### src/rtl/tmr_presc_pkg.sv
package tmr_presc_pkg;
  typedef enum logic [2:0] {
    CS_STOP     = 3'd0,
    CS_DIV1     = 3'd1,
    CS_DIV8     = 3'd2,
    CS_DIV64    = 3'd3,
    CS_DIV256   = 3'd4,
    CS_DIV1024  = 3'd5,
    CS_EXT_FALL = 3'd6,
    CS_EXT_RISE = 3'd7
  } clk_sel_e;

  localparam int REG_W         = 8;
  localparam int LOCK_BIT      = 7;
  localparam int RST_ASYNC_BIT = 1;
  localparam int RST_SYNC_BIT  = 0;
  localparam int NUM_TAPS      = 5;
  localparam int SEL_W         = 3;

  // log2 of division ratio for tap idx
  function automatic int tap_shift(input int idx);
    case (idx)
      0:       return 0;
      1:       return 3;
      2:       return 6;
      3:       return 8;
      default: return 10;
    endcase
  endfunction

  localparam int CNT_W = tap_shift(NUM_TAPS - 1);
endpackage

### src/rtl/tmr_presc_ctrl.sv
module tmr_presc_ctrl
  import tmr_presc_pkg::*;
(
  input  logic             clk_i,
  input  logic             rst_ni,
  input  logic             we_i,
  input  logic [REG_W-1:0] wdata_i,
  output logic [REG_W-1:0] rdata_o,
  output logic             rst_sync_o,
  output logic             rst_async_o
);
  logic       lock_q;
  logic [1:0] rst_q;
  logic [1:0] wr_rst;
  logic       unused_wdata;

  assign wr_rst       = {wdata_i[RST_ASYNC_BIT], wdata_i[RST_SYNC_BIT]};
  assign unused_wdata = ^wdata_i[LOCK_BIT-1:2];

  always_ff @(posedge clk_i or negedge rst_ni) begin
    if (!rst_ni) begin
      lock_q <= 1'b0;
      rst_q  <= 2'b00;
    end else if (we_i) begin
      lock_q <= wdata_i[LOCK_BIT];
      if (wdata_i[LOCK_BIT])      rst_q <= (lock_q ? rst_q : 2'b00) | wr_rst;
      else if (lock_q)            rst_q <= 2'b00;  // release: drop both together
      else                        rst_q <= wr_rst;
    end else if (!lock_q) begin
      rst_q <= 2'b00;  // self-clear pulse
    end
  end

  always_comb begin
    rdata_o                = '0;
    rdata_o[LOCK_BIT]      = lock_q;
    rdata_o[RST_ASYNC_BIT] = rst_q[1];
    rdata_o[RST_SYNC_BIT]  = rst_q[0];
  end

  assign rst_sync_o  = rst_q[0];
  assign rst_async_o = rst_q[1];

  a_r3_rst_held: assert property (@(posedge clk_i) disable iff (!rst_ni)
    (lock_q && $past(lock_q)) |-> ((rst_q & $past(rst_q)) == $past(rst_q)));

  a_r4_release_together: assert property (@(posedge clk_i) disable iff (!rst_ni)
    $fell(lock_q) |-> (rst_q == 2'b00));

  a_r5_self_clear: assert property (@(posedge clk_i) disable iff (!rst_ni)
    (!lock_q && rst_q != 2'b00 && !we_i) |=> (rst_q == 2'b00));
endmodule

### src/rtl/tmr_presc_div.sv
module tmr_presc_div
  import tmr_presc_pkg::*;
(
  input  logic                clk_i,
  input  logic                rst_ni,
  input  logic                clr_i,
  output logic [NUM_TAPS-1:0] tap_o
);
  logic [CNT_W-1:0] cnt_q;

  always_ff @(posedge clk_i or negedge rst_ni) begin
    if (!rst_ni)    cnt_q <= '0;
    else if (clr_i) cnt_q <= '0;
    else            cnt_q <= cnt_q + 1'b1;
  end

  for (genvar j = 0; j < NUM_TAPS; j++) begin : g_tap
    if (j == 0) begin : g_full
      assign tap_o[j] = !clr_i;
    end else begin : g_div
      assign tap_o[j] = !clr_i && (&cnt_q[tap_shift(j)-1:0]);
    end
  end

  a_r5_restart_zero: assert property (@(posedge clk_i) disable iff (!rst_ni)
    clr_i |=> (cnt_q == '0));
endmodule

### src/rtl/tmr_presc_ext.sv
module tmr_presc_ext (
  input  logic clk_i,
  input  logic rst_ni,
  input  logic pin_i,
  output logic rise_o,
  output logic fall_o
);
  logic [2:0] smp_q;

  always_ff @(posedge clk_i or negedge rst_ni) begin
    if (!rst_ni) smp_q <= 3'b000;
    else         smp_q <= {smp_q[1:0], pin_i};
  end

  // compare synchronized stage against one older sample
  assign rise_o = smp_q[1] & ~smp_q[2];
  assign fall_o = ~smp_q[1] & smp_q[2];

  a_r8_rise_single: assert property (@(posedge clk_i) disable iff (!rst_ni)
    rise_o |=> !rise_o);

  a_r8_fall_single: assert property (@(posedge clk_i) disable iff (!rst_ni)
    fall_o |=> !fall_o);
endmodule

### src/rtl/tmr_presc_sel.sv
module tmr_presc_sel
  import tmr_presc_pkg::*;
(
  input  logic [SEL_W-1:0]    sel_i,
  input  logic [NUM_TAPS-1:0] tap_i,
  input  logic                rise_i,
  input  logic                fall_i,
  output logic                en_o
);
  clk_sel_e sel;
  assign sel = clk_sel_e'(sel_i);

  always_comb begin
    unique case (sel)
      CS_STOP:     en_o = 1'b0;
      CS_DIV1:     en_o = tap_i[0];
      CS_DIV8:     en_o = tap_i[1];
      CS_DIV64:    en_o = tap_i[2];
      CS_DIV256:   en_o = tap_i[3];
      CS_DIV1024:  en_o = tap_i[4];
      CS_EXT_FALL: en_o = fall_i;
      CS_EXT_RISE: en_o = rise_i;
      default:     en_o = 1'b0;
    endcase
  end
endmodule

### src/rtl/tmr_presc.sv
module tmr_presc
  import tmr_presc_pkg::*;
#(
  parameter int                 NUM_TMR    = 3,
  parameter logic [NUM_TMR-1:0] ASYNC_MASK = {1'b1, {(NUM_TMR-1){1'b0}}}
) (
  input  logic                     clk_i,
  input  logic                     rst_ni,
  input  logic                     reg_we_i,
  input  logic [REG_W-1:0]         reg_wdata_i,
  output logic [REG_W-1:0]         reg_rdata_o,
  input  logic                     ext_clk_i,
  input  logic [SEL_W*NUM_TMR-1:0] clk_sel_i,
  output logic [NUM_TMR-1:0]       cnt_en_o
);
  logic                rst_sync, rst_async;
  logic [NUM_TAPS-1:0] tap_sync, tap_async;
  logic                ext_rise, ext_fall;

  tmr_presc_ctrl u_ctrl (
    .clk_i       (clk_i),
    .rst_ni      (rst_ni),
    .we_i        (reg_we_i),
    .wdata_i     (reg_wdata_i),
    .rdata_o     (reg_rdata_o),
    .rst_sync_o  (rst_sync),
    .rst_async_o (rst_async)
  );

  tmr_presc_div u_div_sync (
    .clk_i  (clk_i),
    .rst_ni (rst_ni),
    .clr_i  (rst_sync),
    .tap_o  (tap_sync)
  );

  tmr_presc_div u_div_async (
    .clk_i  (clk_i),
    .rst_ni (rst_ni),
    .clr_i  (rst_async),
    .tap_o  (tap_async)
  );

  tmr_presc_ext u_ext (
    .clk_i  (clk_i),
    .rst_ni (rst_ni),
    .pin_i  (ext_clk_i),
    .rise_o (ext_rise),
    .fall_o (ext_fall)
  );

  for (genvar i = 0; i < NUM_TMR; i++) begin : g_tmr
    logic [NUM_TAPS-1:0] taps;
    assign taps = ASYNC_MASK[i] ? tap_async : tap_sync;

    tmr_presc_sel u_sel (
      .sel_i  (clk_sel_i[SEL_W*i +: SEL_W]),
      .tap_i  (taps),
      .rise_i (ext_rise),
      .fall_i (ext_fall),
      .en_o   (cnt_en_o[i])
    );
  end

  a_r3_locked_silent: assert property (@(posedge clk_i) disable iff (!rst_ni)
    (reg_rdata_o[LOCK_BIT] && reg_rdata_o[RST_SYNC_BIT]) |-> (tap_sync == '0));
endmodule

### config.mk
export PLATFORM = sky130hd
export DESIGN_NAME = tmr_presc
export DESIGN_NICKNAME = d
export VERILOG_FILES = /design/src/rtl/tmr_presc_pkg.sv /design/src/rtl/tmr_presc_ctrl.sv /design/src/rtl/tmr_presc_div.sv /design/src/rtl/tmr_presc_ext.sv /design/src/rtl/tmr_presc_sel.sv /design/src/rtl/tmr_presc.sv
export SDC_FILE = /design/constraint.sdc
export NUM_CORES = 1
export LEC_CHECK = 0
export ABC_AREA = 1
export BUFFER_PORTS_ARGS = -buffer_cell sky130_fd_sc_hd__buf_2
export CAP_MARGIN = 40
export CORE_MARGIN = 1
export CORE_UTILIZATION = 54
export CTS_CLUSTER_SIZE = 10
export DETAILED_ROUTE_END_ITERATION = 7
export PLACE_DENSITY_LB_ADDON = 0.25
export SLEW_MARGIN = 20
export SYNTH_ARGS = -nofsm -noshare
export SYNTH_HDL_FRONTEND = slang
export SYNTH_SLANG_ARGS = --single-unit
### constraint.sdc
create_clock -name clk_i -period 1.98 [get_ports clk_i]
set_clock_uncertainty 0.05 [all_clocks]
set_input_delay 0 -clock clk_i [delete_from_list [all_inputs] [get_ports clk_i]]
set_output_delay 0 -clock clk_i [all_outputs]
set_load 0.01 [all_outputs]
==> flow_summary.toml, run 1 <==
[cells_and_area]
final_nets = 243
multiInputGateArea_um2 = 662
areaGrowthSynthToFinish_pct = 12.8
antenna_cells = 0
layout.cells.non_filler = 247
filler_cells_inserted = 230
final_layout_size_suffix_gt1_share_pct = 16.1
post-route-util_pct = 66.4
layout.area.seq_um2 = 651

[floorplan]
die-area_um2 = 2990
core.rowCount = 18
design.portCount = 32
floorplan.die.width_um = 54.7
floorplan.initialDensity_pct = 58.9
core_region_area_um2 = 2540
die_y_um = 54.7

[synth]
ys_dominant_reg_cell = "dfrtp_1"
synthTopCellsByCount = "nand2_1 (36), nor2_1 (29), inv_1 (28)"
synthesis.area_um2 = 1500
netlist_cell_types = 25
yosys_warnings = 0
number_of_flip_flops_and_latches_in_the_synthesized_netlist = 26
synthesis.area_per_instance_um2 = 7.81
synthTopCellsByArea = "dfrtp_1 (43%), nand2_1 (9.0%), nor2_1 (7.3%)"
synth_top_area_cell = "dfrtp_1"
synth_sequential_area_ratio_pct = 43.4
netlist_instances = 192
synth_enable_flop_cells = 0
asyncSetResetFlopFracSynth_pct = 100
synth_largest_type_area_fraction_pct = 43.4
yosysMostFrequentCell = "nand2_1"

[routing]
via_count = 1272
dr.pass1.iters = 4
routed_via_density = 5.15
route.detailed.drc = 0
postRouteWirelength_mm = 2.87
dr.first_iter.drc_count = 13
drt.antenna.violating_nets = 0
wl_per_cell_um = 11.6

[timing]
timing.final.hold_violations = 0
worstMarginPinSlew_ns = 0.561
setup_tns_ns = 0
final_period_minus_worst_setup_slack_ns = 1.82
fmax_mhz = 549
relSlewSlack_pct = 62.6
fin_crit_sh_pct = 91.9
fin_hold_ws_ns = 0.105
final_setup_violating_endpoints = 0
rsz0062_at_grt = "no"
final_max_slew_viol_count = 0

[setup_path]
kind_of_cell_adding_the_most_delay_to_the_critical_path = "buffers and inverters"
largest_incremental_delay_on_the_critical_path_ns = 0.57
critPathLaunch = "reg_wdata_i[7]"
critical_path.reg2reg.startpoint = "u_div_sync.cnt_q[0]$_DFF_PN0_"
path_common_cell = "dlygate4sd3_1"
crit_path_start_kind = "input pin"
timing.reg2reg.worst_path_depth = 6
setup.worst_path.end = "u_ctrl.lock_q$_DFFE_PN0P_"
cp_slowest_cell = "dlygate4sd3_1"
crit_arrival_ns = 1.99
worstReg2RegEnd = "u_div_sync.cnt_q[8]$_DFF_PN0_"
worstPathMaxFanout = 2
cp_num_cells = 6
worst_path_cell_trace = "dlygate4sd3_1, buf_2, nor2_1, dlygate4sd3_1, a21oi_1, dlygate4sd3_1"
setup.worst_path.end_class = "register"
cp_data_required_time_ns = 2.15
critPathBufInv = 4
r2r_setup_slack_ns = 0.52
timing_worst_setup_path_type = "in -> reg"

[place]
numPlacedInstances = 234
place_hpwl_mm = 2.11
finalWeightedCongestion = 0.787
io_buffer_count = 21

[cts]
cts_buffers = 3
cts_tree = "yes"
clock_sinks = 26
cts-htree-levels = 1
clk-insertion-delay-late_ns = 0.32
path_clk_slew_ns = 0.13
cts_post_setup_buffers_inserted = 0
cts-resized-gates = 0
clockBufferDepth = 2
clock_tree_root_buffer_cell = "clkbuf_4"

[worst_hold_path]
holdPathStages = 6
holdCritPathClass = "in -> reg"

[pwr]
cellPowerDensity_nw_per_um2 = 676
vdd.ir_drop.worst_mv = 0.530
power_leakage_nw = 0.880

[global_route]
number_of_antenna_violations_at_the_first_check_in_global_routing = 0
wire_length_of_the_first_global_routing_pass_mm = 4.65
grt_max_degree = 27
grt_usage_pct = 22.2
globalRoute.totalOverflow = 0
grt_pass1_vias = 1154

[outcome]
outcome = "completed"

[run]
drv_cap = 0
[metrics by stage]
step | worst slack (ns) | cell area (um^2) | total power, mW
CTS | 0.161 | 1690 | 1.16
floorplan | 0.694 | 1510 | 0.819
finish | 0.160 | 1690 | 1.14
global placement | 0.577 | 1560 | 0.857
global route | 0.0278 | 1690 | 1.21
detailed placement | 0.539 | 1560 | 0.872
[worst min-delay path, cell delays in order]
cell     delay [ns]
buf_2          0.12
inv_1          0.09
nor2_1         0.06
nand2_1        0.09
nand2_1        0.06
inv_1          0.04
[layout make-up]
type / count / share of cell area [%]
clock buffers: 4 / 2.15
inverters: 29 / 6.44
multi-input cells: 128 / 39.2
flip-flops and latches: 26 / 38.5
well taps: 30 / 2.22
repair buffers: 30 / 11.5
[cell usage in the layout, fill, tap and decap left out, drive strengths merged]
cell type | synthesis | final
nor2 | 32 | 32
nand3 | 8 | 8
nand3b | 1 | 1
nor4 | 1 | 1
nand4 | 3 | 3
inv | 29 | 29
o21ai | 13 | 13
nor3b | 1 | 1
xor2 | 5 | 5
clkbuf | 0 | 4
buf | 13 | 21
conb | 1 | 5
o211ai | 2 | 2
xnor2 | 1 | 1
nor3 | 5 | 5
a21oi | 9 | 9
nand2 | 38 | 38
dlygate4sd3 | 0 | 9
dfrtp | 26 | 26
ha | 4 | 4
[per-layer routing]
layer,share of wire [%],vias to the layer above,GRT usage [%]
li1,-,639,-
met2,49,34,39.4
met4,1.5,0,8.97
met1,46,592,27.6
met5,0,-,0
met3,3.9,7,1.67
[flip-flops by register name (all words and copies together), names as in the netlist]
name and count:
u_ext.smp_q 3, u_div_sync.cnt_q 10, u_ctrl.lock_q 1, u_ctrl.rst_q 2
u_div_async.cnt_q 10
[timing repair]
action,CTS,global route
hold buffers,9,0
hold endpoints to repair,30,0
endpoints found under the setup margin,0,0
[how the worst min path moves through the flow]
stage | from | slack, ns | end
3_5_place_dp | rst_ni | -0.02 | u_div_sync.cnt_q[1]$_DFF_PN0_
2_1_floorplan | rst_ni | -0.35 | u_ctrl.lock_q$_DFFE_PN0P_
3_3_place_gp | rst_ni | -0.03 | u_div_sync.cnt_q[5]$_DFF_PN0_
4_1_cts | reg_we_i | 0.06 | u_ctrl.rst_q[0]$_DFF_PN0_
6_report | reg_we_i | 0.10 | u_ctrl.rst_q[0]$_DFF_PN0_
5_1_grt | reg_we_i | 0.15 | u_ctrl.rst_q[0]$_DFF_PN0_
[power breakdown]
group	total, mW	leakage [nW]	internal (mW)	switching, mW
clock network	0.266	0.0210	0.113	0.153
registers	0.651	0.343	0.589	0.0621
logic	0.226	0.517	0.0941	0.132
[logic make-up (layout without fill, tap and decap cells)]
kind of cell / count (synthesis) / after routing / synth area share [%]
simple gates: 89 / 89 / 27.7
other cells: 1 / 5 / 0.250
flops: 26 / 26 / 43.4
buf+inv: 42 / 63 / 13.4
fa+ha+maj: 4 / 4 / 3.34
compound gates: 24 / 24 / 8.35
xor+xnor: 6 / 6 / 3.51
(Power assumes the default switching activity.)
==> inputs of run 2 (changes only) <==
Settings changed: PLACE_DENSITY set to 0.77, PLACE_DENSITY_LB_ADDON 0.25 to not set, SLEW_MARGIN 20 to not set.
==> run 2 against run 1 <==
  * Hold slack lost 0.025 ns
  * Flip-flop and latch count is the same
  * Global-route usage grew 2.0 points
  * Die area is the same
  * Core utilization shrank 0.34 points
  * Final cell count shrank 0.40%
  * Combinational power grew 4%
  * First-iteration DRC count grew 69%
  * Highest routed layer unchanged
  * Via count grew 1.1%
  * Clock power grew 2%
  * Power grew 1.2%
==> flow_summary.toml, run 2 (synthesis gave the netlist of run 1 again) <==
[routing]
dr.pass1.iters = 4
dr.first_iter.drc_count = 22
drt.antenna.violating_nets = 0
wl_per_cell_um = 12.1
routed_via_density = 5.23
postRouteWirelength_mm = 2.97
via_count = 1286
route.detailed.drc = 0

[cells_and_area]
final_layout_size_suffix_gt1_share_pct = 16.7
antenna_cells = 0
largest_registers = "u_div_async.cnt_q: 10 flops, u_div_sync.cnt_q: 10 flops, u_ext.smp_q: 3 flops"
layout_common_cells = "nand2_1 (36), nor2_1 (29), inv_1 (28)"
final_cell_area_um2 = 1680
final_nets = 242
areaGrowthSynthToFinish_pct = 12.2
layout.cells.non_filler = 246
mostFrequentLayoutCell = "nand2_1"
post-route-util_pct = 66.1

[pwr]
power_spent_charging_and_discharging_nets_mw = 0.360
report.power.total_mw = 1.16
power.share.combinational_pct = 20.2
cellPowerDensity_nw_per_um2 = 688
pwr-share-seq_pct = 56.5
power_leakage_nw = 0.874
vdd.ir_drop.worst_mv = 0.704
p_clk_share_pct = 23.3
power.share.switching_pct = 31.2
intPower_mw = 0.796

[worst_hold_path]
holdPathStages = 6
holdCritPathClass = "in -> reg"

[timing]
relSlewSlack_pct = 62.9
final_max_slew_viol_count = 0
setup_tns_ns = 0
final_period_minus_worst_setup_slack_ns = 1.77
worstMarginPinSlew_ns = 0.556
fin_crit_sh_pct = 89.4
rsz0062_at_grt = "no"
fin_hold_ws_ns = 0.0799
final_setup_violating_endpoints = 0
timing.final.hold_violations = 0
fmax_mhz = 565
fin_ws_ns = 0.211

[global_route]
grt_max_degree = 27
globalRoute.totalOverflow = 0
grt_usage_pct = 24.2
grt_pass1_vias = 1184
wire_length_of_the_first_global_routing_pass_mm = 5.00
number_of_antenna_violations_at_the_first_check_in_global_routing = 0

[place]
numPlacedInstances = 234
placement.setup.worst_slack_ns = 0.544
finalWeightedCongestion = 0.839
io_buffer_count = 21
place_hpwl_mm = 2.20
placed_cell_area_um2 = 1560

[setup_path]
worst_path_cell_trace = "ha_1, nand3_2, nand3b_1, o21ai_1, nand2_1, nand2_1, buf_2"
path_common_cell = "nand2_1"
setup.worst_path.end_class = "output pin"
largest_incremental_delay_on_the_critical_path_ns = 0.46
timing_worst_setup_path_type = "reg -> out"
cp_slowest_cell = "dfrtp_2"
crit_path_start_kind = "register"
timing.reg2reg.worst_path_depth = 6
cp_data_required_time_ns = 1.93
crit_arrival_ns = 1.72
worstPathMaxFanout = 7

[cts]
cts_buffers = 3
cts_tree = "yes"
path_clk_slew_ns = 0.13
clock_sinks = 26
cts-htree-levels = 1
clk-insertion-delay-late_ns = 0.33
clock_tree_root_buffer_cell = "clkbuf_4"
clockBufferDepth = 2

[floorplan]
core_region_area_um2 = 2540
floorplan.initialDensity_pct = 58.9
core.rowCount = 18
die_y_um = 54.7
design.portCount = 32
floorplan.die.width_um = 54.7
die-area_um2 = 2990

[run]
drv_cap = 0

[outcome]
outcome = "completed"
## run 2: cell types whose count changed in the layout (fill, tap and decap cells not counted)
cell           previous run  this run
dlygate4sd3_1             9         8
dfrtp_2                   0         1
dfrtp_1                  26        25
## run 2: final cells by class
type / instances / area, um^2
Multi-Input combinational cell: 128 / 662
Timing Repair Buffer: 29 / 185
Tap cell: 30 / 37.5
Fill cell: 233 / 863
Inverter: 29 / 109
Clock buffer: 4 / 36.3
Sequential cell: 26 / 652
## run 2: worst paths after layout
path,from,to,slack [ns]
setup / recovery,u_div_sync.cnt_q[0]$_DFF_PN0_,cnt_en_o[1],0.21
hold reg to reg,u_ext.smp_q[0]$_DFF_PN0_,u_ext.smp_q[1]$_DFF_PN0_,0.34
min in group asynchronous,rst_ni,u_div_sync.cnt_q[9]$_DFF_PN0_,0.12
setup reg to reg,u_div_sync.cnt_q[0]$_DFF_PN0_,u_div_sync.cnt_q[8]$_DFF_PN0_,0.57
hold / removal,reg_we_i,u_ctrl.rst_q[0]$_DFF_PN0_,0.08
max in group asynchronous,rst_ni,u_div_sync.cnt_q[0]$_DFF_PN0_,1.36
## run 2: layer usage
layer / track usage (%) / vias up / share of wire [%]
li1: - / 635 / -
met1: 31.3 / 602 / 44
met2: 40.4 / 44 / 50
met3: 3.33 / 5 / 4.6
met4: 10.3 / 0 / 1.7
met5: 0 / - / 0
## run 2: power by group through the flow
| stage | clock network [mW] | registers [mW] | logic [mW] |
|---|---|---|---|
| floorplan | 0 | 0.639 | 0.180 |
| CTS | 0.278 | 0.651 | 0.232 |
| global route | 0.297 | 0.666 | 0.270 |
| detailed placement | 0 | 0.661 | 0.216 |
| finish | 0.270 | 0.653 | 0.234 |
| global placement | 0 | 0.656 | 0.200 |
## run 2: repair_timing
item	in CTS	in global routing
hold endpoints to repair	30	0
hold buffers	8	0
buffers inserted	0	0
gates resized for setup	0	1
endpoints found under the setup margin	0	2
## run 2: worst max-delay path, delay by kind of cell, from the launching register on
| family | cells | cell delay, ns |
|---|---|---|
| fa+ha+maj | 1 | 0.21 |
| compound gates | 1 | 0.15 |
| flops | 1 | 0.46 |
| buf+inv | 1 | 0.12 |
| simple gates | 4 | 0.45 |
